**src/rtl/pin_sec_gate_pkg.sv**
```systemverilog
package pin_sec_gate_pkg;
  // Per-pin strobes from the decision logic to the registered datapath
  typedef struct packed {
    logic digPass;   // digital path may connect
    logic anaPass;   // analog switch may follow its request
    logic violSet;   // blocked while in use
    logic violClr;   // clear request for the sticky flag
  } gateStrobe_t;
endpackage

```
**src/rtl/pin_sec_gate_ctrl.sv**
```systemverilog
module pin_sec_gate_ctrl
  import pin_sec_gate_pkg::*;
#(
  parameter int NUM_PINS = 16
) (
  input  logic                         tzEnable,
  input  logic [NUM_PINS-1:0]          perSec,
  input  logic [NUM_PINS-1:0]          pinSec,
  input  logic [NUM_PINS-1:0]          perSel,
  input  logic [NUM_PINS-1:0]          anaReq,
  input  logic [NUM_PINS-1:0]          anaSec,
  input  logic [NUM_PINS-1:0]          violClr,
  output gateStrobe_t [NUM_PINS-1:0]   strobes
);
  for (genvar p = 0; p < NUM_PINS; p++) begin : g_pin
    logic digBlock;
    logic anaBlock;
    // Secure peripheral on an open pin: cut the digital path
    assign digBlock = tzEnable & perSec[p] & ~pinSec[p];
    // Open analog requester on a secure pin: keep the switch open
    assign anaBlock = tzEnable & pinSec[p] & ~anaSec[p];
    always_comb begin
      strobes[p].digPass = ~digBlock;
      strobes[p].anaPass = ~anaBlock;
      strobes[p].violSet = (digBlock & perSel[p]) | (anaBlock & anaReq[p]);
      strobes[p].violClr = violClr[p];
    end
  end
endmodule

```
**src/rtl/pin_sec_gate_dp.sv**
```systemverilog
module pin_sec_gate_dp
  import pin_sec_gate_pkg::*;
#(
  parameter int NUM_PINS = 16
) (
  input  logic                         clk,
  input  logic                         rstN,
  input  gateStrobe_t [NUM_PINS-1:0]   strobes,
  input  logic [NUM_PINS-1:0]          perOut,
  input  logic [NUM_PINS-1:0]          perOe,
  input  logic [NUM_PINS-1:0]          padIn,
  input  logic [NUM_PINS-1:0]          anaReq,
  output logic [NUM_PINS-1:0]          padOut,
  output logic [NUM_PINS-1:0]          padOe,
  output logic [NUM_PINS-1:0]          perIn,
  output logic [NUM_PINS-1:0]          anaSwEn,
  output logic [NUM_PINS-1:0]          violFlag
);
  for (genvar p = 0; p < NUM_PINS; p++) begin : g_pin
    always_ff @(posedge clk or negedge rstN) begin
      if (!rstN) begin
        padOut[p]   <= 1'b0;
        padOe[p]    <= 1'b0;
        perIn[p]    <= 1'b0;
        anaSwEn[p]  <= 1'b0;
        violFlag[p] <= 1'b0;
      end else begin
        padOut[p]   <= perOut[p] & strobes[p].digPass;
        padOe[p]    <= perOe[p]  & strobes[p].digPass;
        perIn[p]    <= padIn[p]  & strobes[p].digPass;
        anaSwEn[p]  <= anaReq[p] & strobes[p].anaPass;
        // new violation has priority over the clear pulse
        violFlag[p] <= (violFlag[p] & ~strobes[p].violClr) | strobes[p].violSet;
      end
    end
  end
endmodule

```
**src/rtl/pin_sec_gate.sv**
```systemverilog
module pin_sec_gate
  import pin_sec_gate_pkg::*;
#(
  parameter int NUM_PINS = 16
) (
  input  logic                clk,
  input  logic                rstN,
  input  logic                tzEnable,
  input  logic [NUM_PINS-1:0] perOut,
  input  logic [NUM_PINS-1:0] perOe,
  input  logic [NUM_PINS-1:0] padIn,
  input  logic [NUM_PINS-1:0] perSec,
  input  logic [NUM_PINS-1:0] pinSec,
  input  logic [NUM_PINS-1:0] perSel,
  input  logic [NUM_PINS-1:0] anaReq,
  input  logic [NUM_PINS-1:0] anaSec,
  input  logic [NUM_PINS-1:0] violClr,
  output logic [NUM_PINS-1:0] padOut,
  output logic [NUM_PINS-1:0] padOe,
  output logic [NUM_PINS-1:0] perIn,
  output logic [NUM_PINS-1:0] anaSwEn,
  output logic [NUM_PINS-1:0] violFlag
);
  gateStrobe_t [NUM_PINS-1:0] strobes;

  pin_sec_gate_ctrl #(.NUM_PINS(NUM_PINS)) i_ctrl (
    .tzEnable(tzEnable), .perSec(perSec), .pinSec(pinSec), .perSel(perSel),
    .anaReq(anaReq), .anaSec(anaSec), .violClr(violClr), .strobes(strobes)
  );

  pin_sec_gate_dp #(.NUM_PINS(NUM_PINS)) i_dp (
    .clk(clk), .rstN(rstN), .strobes(strobes), .perOut(perOut), .perOe(perOe),
    .padIn(padIn), .anaReq(anaReq), .padOut(padOut), .padOe(padOe),
    .perIn(perIn), .anaSwEn(anaSwEn), .violFlag(violFlag)
  );
endmodule

```
**config.mk**
```make
export PLATFORM = sky130hd
export DESIGN_NAME = pin_sec_gate
export DESIGN_NICKNAME = d
export VERILOG_FILES = /design/src/rtl/pin_sec_gate_pkg.sv /design/src/rtl/pin_sec_gate_ctrl.sv /design/src/rtl/pin_sec_gate_dp.sv /design/src/rtl/pin_sec_gate.sv
export SDC_FILE = /design/constraint.sdc
export NUM_CORES = 1
export LEC_CHECK = 0
export ABC_AREA = 1
export BUFFER_PORTS_ARGS = -buffer_cell sky130_fd_sc_hd__buf_4
export CAP_MARGIN = 20
export CORE_MARGIN = 2
export CORE_UTILIZATION = 41
export DETAILED_ROUTE_END_ITERATION = 8
export PLACE_DENSITY = 0.8
export SKIP_CTS_REPAIR_TIMING = 1
export SLEW_MARGIN = 15
export SYNTH_ARGS = -nofsm -noshare
export SYNTH_HDL_FRONTEND = slang
export SYNTH_SLANG_ARGS = --single-unit
```
**constraint.sdc**
```tcl
create_clock -name clk -period 0.8 [get_ports clk]
set_input_delay 0.04 -clock clk [delete_from_list [all_inputs] [get_ports clk]]
set_output_delay 0.04 -clock clk [all_outputs]
set_load 0.005 [all_outputs]
```
# == Word-level counts from Yosys, hierarchy flattened ==
# Cells that the tools add are included.
# totals
reg_bits,80
mem_bits_ro,0
latch_bits,0
inputBits,147
elab_cells,368
memories,0
mem_bits_rw,0
# op_classes
bitwise_logic,288
n_shift,0
eq_ne,0
div,0
mul,0
reduce_logical,0
n_addsub,0
muxes,0
order_cmp,0
# op_table
op,n
$and 1x1->1,176
$not 1->1,80
$or 1x1->1,32

# == Logic depth before layout (Yosys ltp) ==
# Gate-level depths: netlist (run 1).
# depth
depth_word,5
depth_mapped,5
depth_no_buf,3

# == Modules after synthesis ==
# From an unflattened synthesis (run 1), not the netlist that was laid out.
# hier_totals
cells_unflattened,407
hier_area_um2,3450.8
# by_module_without_submodules
mod,cells_each,n_inst,area_each_um2,seq_area_each_um2
pin_sec_gate_dp,272,1,2722.6,2001.9
pin_sec_gate_ctrl,135,1,728.2,0.0

# == Least setup slack after synthesis (run 1) ==
# Ideal clock, no wire load.
# synth_path
path_type,register -> register
start,register i_dp.violFlag[0]
end,register i_dp.violFlag[0]
synth_period_minus_slack_ns,0.616
setup_ns,0.125
t_required_ns,0.675
path_buffers,0
t_arrival_ns,0.491
path_stages_with_launch,3
slack_ns,0.184
path_cell_list,dfrtp_1 -> nand2_1 -> nand3_1
# synth_between
elab_chain_len,2
# synth_rtl
item,line,text
start: declaration,pin_sec_gate_dp.sv:17,output logic [NUM_PINS-1:0] violFlag
start signal: indexed assignment,pin_sec_gate_dp.sv:33,violFlag[p] <= (violFlag[p] & ~strobes[p].violClr) | strobes[p].violSet;
$and 1x1->1,pin_sec_gate_dp.sv:33,
$or 1x1->1,pin_sec_gate_dp.sv:33,
# Every way passes these cells.

# == Final worst setup path (run 1) ==
# layout_path
start,register i_dp.padOut[3]
end,output padOut[3]
# layout_lines
item,line,text
start: declaration,pin_sec_gate_dp.sv:13,"output logic [NUM_PINS-1:0] padOut,"
start signal: indexed assignment,pin_sec_gate_dp.sv:28,padOut[p] <= perOut[p] & strobes[p].digPass;
end: declaration,pin_sec_gate.sv:18,"output logic [NUM_PINS-1:0] padOut,"
# No word-level cell between the ends.

==> results of run 1 <==
metal layers:
metal  vias to the layer above  part of all wire  track usage
li1                       1805                 -            -
met1                      1972              0.33       0.2224
met2                       266              0.54       0.3807
met3                        62             0.084      0.04674
met4                         0             0.050      0.07843
met5                         -                 0            0
Yosys cell counts:
| cell type | instances | area share |
|---|---|---|
| inv_1 | 112 | 0.13 |
| dfrtp_1 | 80 | 0.61 |
| nor2_1 | 52 | 0.060 |
| nand2_1 | 32 | 0.037 |
| nand4_1 | 32 | 0.061 |
| a31oi_1 | 16 | 0.031 |
| nand3_1 | 16 | 0.025 |
| nor2_2 | 12 | 0.023 |
| buf_4 | 2 | 0.0046 |
| buf_6 | 2 | 0.0069 |
| buf_8 | 2 | 0.0092 |
| buf_2 | 1 | 0.0015 |
area by class of cell:
class	instances	area [um2]
Fill cell	327	885.9
Multi-Input combinational cell	160	773.2
Clock inverter	6	37.54
Inverter	112	420.4
Clock buffer	9	123.9
Tap cell	102	127.6
Timing Repair Buffer	360	3357
Sequential cell	80	2002
worst register-to-register path: cells and delay by family (launching register included):
kind / cells / cell delay, ns
AND/OR/NAND/NOR: 2 / 0.13
buffers and inverters: 1 / 0.14
flip-flops: 1 / 0.41
per-stage QoR:
| step | instance area [um2] | power [mW] |
|---|---|---|
| 3_5_place_dp | 5097 | 6.179 |
| 2_1_floorplan | 3266 | 4.924 |
| 4_1_cts | 5259 | 8.638 |
| 3_3_place_gp | 5097 | 6.125 |
| 6_report | 6842 | 9.595 |
| 5_1_grt | 6842 | 9.979 |
worst min-delay path by stage:
| stage | endpoint | slack, ns | cells after the start |
|---|---|---|---|
| floorplan | i_dp.anaSwEn[0]$_DFF_PN0_ | -0.26 | 0 |
| CTS | i_dp.padOut[14]$_DFF_PN0_ | -0.46 | 1 |
| finish | i_dp.violFlag[10]$_DFF_PN0_ | -0.04 | 4 |
| global route | i_dp.violFlag[1]$_DFF_PN0_ | -0.005 | 3 |
| detailed placement | i_dp.padOut[14]$_DFF_PN0_ | -0.09 | 1 |
| global placement | i_dp.padOut[14]$_DFF_PN0_ | -0.1 | 1 |
cells by family (layout without fill, tap and decap cells):
family	Yosys count	count (layout)	synth area share
AND/OR/NAND/NOR	144	144	0.2054
AO/OA/AOI/OAI	16	16	0.03065
flip-flops	80	80	0.6130
buffers and inverters	119	487	0.1510
state kept, by name (all words and copies together), names as in the netlist:
register and cells:
i_dp.anaSwEn 16, i_dp.padOe 16, i_dp.padOut 16, i_dp.perIn 16
i_dp.violFlag 16
power breakdown:
group          internal (mW)  switching [mW]  total (mW)
clock network           1.09            1.48        2.58
logic                   1.57           0.948        2.52
registers               4.32           0.182        4.50
==> results.md, run 1 <==
- Routed vias/inst: 4.952
- CP endpoint kind: output port
- CTS Sinks: 80
- Post-route DRC: 0
- CP delay by family, top: flip-flops
- Final HPWL DP: 7463 um
- Vias: 4105
- Mapped Area: 3266 um2
- Failing checks: negative hold slack, negative setup slack
- Period utilization: 1.177
- Final WS setup: -0.1413 ns
- R2r endpoint: i_dp.violFlag[6]$_DFF_PN0_
- Final Hold Fails: 4
- Syn Inst Count: 359
- Die area: 8695 um2
- Register area share after synthesis: 0.6130
- Critical Path Max Stage Delay: 0.43 ns
- Worst Setup EP: padOut[3]
- Final TNS setup: -7.457 ns
- Arr. time, crit path: 0.90 ns
- Commonest non-fill, non-tap cell in the layout: buf_4
- Critical path's slowest cell: dfrtp_1
- Post-place setup slack: between 0.01 and 0.015 ns
- Leak pwr: 3.714 nW
- Critical Path Source: i_dp.padOut[3]$_DFF_PN0_
- PortBufs: 226
- Area Overhead vs Synth: 109.5%
- Initial antenna violation count: 0
- Routed wire length: 15010 um
- Reg2reg setup slack: 0 ns
- Nets: 870
- CTS Buf Count: 9
- First-pass GRT wire length: 13800 um
- Pwr Density: ~1400 nW/um2
- Die Wd: 93.25 um
- Layout cells sized above 1: 0.3604
- Worst Path Required: 0.76 ns
- Relative slew slack: 0.8324
- Critical path startpoint category: flop
- CTS tree: done
- Setup Skew: 0 ns
- Crit path buf inv count: 1
- Final ANT Viol Nets: 0
- Inserted Diodes: 0
- Gr usage total: 0.2040
- Distinct cells, synth: 12
- Syn nets: 506
- Pre-Repair DR Iteration Count: 5
- Largest net degree at the start of global routing: 40
- Worst hold path class: in2reg
- Clk_lat worst skew: roughly 0.33 ns
- Peak supply drop: 0.001094 V
- Critical-path maximum fanout: 1
- Final Setup Violations: 92
- Worst-Margin Slew: 0.2504 ns
- Clock transition at path regs: 0.08 ns
- Vias in the first global route: ~3100
- Post-Layout Cell Count: 829
- Drt first-iter violations: between 150 and 200
- Avg Cell Area, Syn: between 9 and 10 um2
- Io pins: 227
- Status: complete, but fails checks
- Clock Path Buffers: 2
- Ys Warns: 0
- Die height: 93.25 um
- Gr ovfl total: 0
- Min cycle time layout: 0.9413 ns
- Min Hold Slack: -0.03919 ns
- Gpl congestion: 0.8118
- RSZ-0062 raised after global routing: true
- WS Path Type: reg2out
- Dpl cells: between 600 and 700
- Fmax: around 1100 MHz
- Reg-to-reg startpoint: i_dp.violFlag[6]$_DFF_PN0_
- Number of synthesized register bits: 80
- Initial Util: 0.4226
- Cell count along the critical path: 1
- Util after Layout: 0.8854
- Hold Crit Start: violClr[10]
- Max_cap viols: 0
- Most frequent cells in the layout: buf_4, dlygate4sd3_1, inv_1
- Root buffer cell: clkbuf_8
- H-tree levels: 3
- Core ar.: 7727 um2
- Critical-path cell list: buf_6
- Reg2reg path depth: 3
- Routed wire length per instance: 18.11 um
- Slew Viols, Final: 0
- # rows: 32
Note: power is estimated with default switching activity, not from simulation.
==> run 2, diff against run 1 <==
--- a/config.mk
+++ b/config.mk
@@ -11,7 +11,7 @@
 export CORE_MARGIN = 2
 export CORE_UTILIZATION = 41
 export DETAILED_ROUTE_END_ITERATION = 8
-export PLACE_DENSITY = 0.8
+export PLACE_DENSITY = 0.82
 export SKIP_CTS_REPAIR_TIMING = 1
 export SLEW_MARGIN = 15
 export SYNTH_ARGS = -nofsm -noshare
==> results.md, run 2 (synthesized netlist as in run 1, its figures left out) <==
- PortBufs: 226 (unchanged)
- Fillers: 285 (-13%)
- Initial antenna violation count: 4 (+4)
- Worst Path Required: 0.76 ns (about the same)
- Die area: 8695 um2 (unchanged)
- Critical path's slowest cell: dfrtp_1
- Io pins: 227 (unchanged)
- Dpl cells: 684 (unchanged)
- Vias: 4184 (+1.9%)
- Clock transition at path regs: 0.08 ns (about the same)
- Critical-path cell list: buf_6
- Area of the multi-input gates: 778.2 um2 (+0.65%)
- CP delay by family, top: flip-flops
- Period utilization: 1.172 (-0.004305)
- Failing checks: negative setup slack
- Relative slew slack: 0.8413 (+0.008854)
- Util after Layout: 0.9007 (+0.01538)
- Most frequent cells in the layout: buf_4, dlygate4sd3_1, inv_1
- Largest net degree at the start of global routing: 44 (+10%)
- Peak supply drop: 0.0009636 V (-12%)
- Reg2reg path depth: 3 (unchanged)
- # rows: 32 (unchanged)
- CTS Buf Count: 9 (unchanged)
- Routed wire length: 15210 um (+1.3%)
- Routed vias/inst: 4.987 (+0.71%)
- Final Setup Violations: 88 (-4.3%)
- Min Hold Slack: 0.01066 ns (+0.04985 ns)
- Power Total: 10.30 mW (+7.3%)
- Critical path startpoint category: flop
- CTS tree: done
- Pwr Density: 1480 nW/um2 (+5.5%)
- Routed wire length per instance: 18.13 um (+0.12%)
- Final HPWL DP: 7627 um (+2.2%)
- Hold path depth: 3 (-1)
- First-pass GRT wire length: 14390 um (+4.2%)
- Min cycle time layout: 0.9379 ns (-0.003444 ns)
- Clock Path Buffers: 2 (unchanged)
- Vias in the first global route: 3143 (+0.38%)
- Die Wd: 93.25 um (unchanged)
- H-tree levels: 3 (unchanged)
- Gr usage total: 0.2142 (+0.01020)
- Leak pwr: 3.774 nW (+1.6%)
- Slew Viols, Final: 0 (unchanged)
- Drt first-iter violations: 181 (+4.6%)
- Pre-Repair DR Iteration Count: 5 (unchanged)
- Root buffer cell: clkbuf_8
- Die height: 93.25 um (unchanged)
- Reg-to-reg startpoint: i_dp.violFlag[11]$_DFF_PN0_
- CTS Sinks: 80 (unchanged)
- Fmax: 1066 MHz (+0.37%)
- Worst-Margin Slew: 0.2381 ns (-0.01236 ns)
- Layout cells sized above 1: 0.3579 (-0.002462)
- Final ANT Viol Nets: 0 (unchanged)
- Final WS setup: -0.1379 ns (+0.003444 ns)
- Commonest non-fill, non-tap cell in the layout: buf_4
- Crit path buf inv count: 1 (unchanged)
- Worst Hold Path EP: i_dp.violFlag[5]$_DFF_PN0_
- Setup Skew: 0 ns (unchanged)
- Arr. time, crit path: 0.90 ns (about the same)
- Critical Path Max Stage Delay: 0.43 ns (about the same)
- Gpl congestion: 0.7965 (-1.9%)
- Hold Crit Start: perSec[5]
- Reg2reg setup slack: 0.01 ns (about the same)
- Worst hold path class: in2reg
- Post-Layout Cell Count: 839 (+1.2%)
- Critical-path maximum fanout: 2 (+1)
- Gr ovfl total: 0 (unchanged)
- Final TNS setup: -6.349 ns (+1.107 ns)
- Max_cap viols: 0 (unchanged)
- Initial Util: 0.4226 (unchanged)
- Nets: 875 (+0.57%)
- Area Overhead vs Synth: 113.1%
- Core ar.: 7727 um2 (unchanged)
- Reg area: 2002 um2 (unchanged)
- WS Path Type: reg2out
- CP endpoint kind: output port
- Status: complete, but fails checks
- Clk_lat worst skew: 0.32 ns (about the same)
- Cell count along the critical path: 1 (unchanged)
- Final Hold Fails: 0 (-4)
- RSZ-0062 raised after global routing: true
- Post-route DRC: 0 (unchanged)
- R2r endpoint: i_dp.violFlag[11]$_DFF_PN0_
-- run 2: power breakdown --
part / total (mW) / internal [mW] / switching [mW]
Sequential: 4.50 / 4.32 / 0.182
Combinational: 2.53 / 1.58 / 0.950
Clock: 3.26 / 1.91 / 1.35
Total: 10.3 / 7.81 / 2.49
-- run 2: routing by layer --
metal,global-route usage,vias to the layer above,part of all wire
met1,0.2302,1977,0.32
met2,0.3993,307,0.53
met3,0.05721,81,0.092
met5,0,-,0
li1,-,1819,-
met4,0.07843,0,0.056
-- run 2: worst max-delay path by stage --
stage / start / endpoint / slack [ns]
4_1_cts: i_dp.violFlag[13]$_DFF_PN0_ / violFlag[13] / -0.12
6_report: i_dp.violFlag[7]$_DFF_PN0_ / violFlag[7] / -0.14
3_3_place_gp: tzEnable / i_dp.padOut[7]$_DFF_PN0_ / 0.08
3_5_place_dp: tzEnable / i_dp.padOe[9]$_DFF_PN0_ / 0.03
2_1_floorplan: i_dp.violFlag[0]$_DFF_PN0_ / i_dp.violFlag[0]$_DFF_PN0_ / 0.18
5_1_grt: i_dp.violFlag[7]$_DFF_PN0_ / violFlag[7] / -0.17
-- run 2: final cells by class --
type                    instances  share of cell area
diodes                          5            0.001798
multi-input cells             160              0.1118
clock buffers                  12             0.02229
flip-flops and latches         80              0.2876
well taps                     102             0.01834
repair buffers                365              0.4884
clock inverters                 3            0.009347
inverters                     112             0.06040
-- run 2: worst min-delay path: cells and delay by family --
family	cells	cell delay [ns]
and+or+nand+nor	2	0.18
buffers and inverters	1	0.09
-- run 2: per-stage QoR --
| stage | instance area [um2] | worst slack, ns |
|---|---|---|
| after floorplan | 3266 | 0.1841 |
| after global placement | 5097 | 0.07544 |
| after detailed placement | 5097 | 0.02815 |
| after CTS | 5318 | -0.1243 |
| after global routing | 6958 | -0.1747 |
| final | 6960 | -0.1379 |
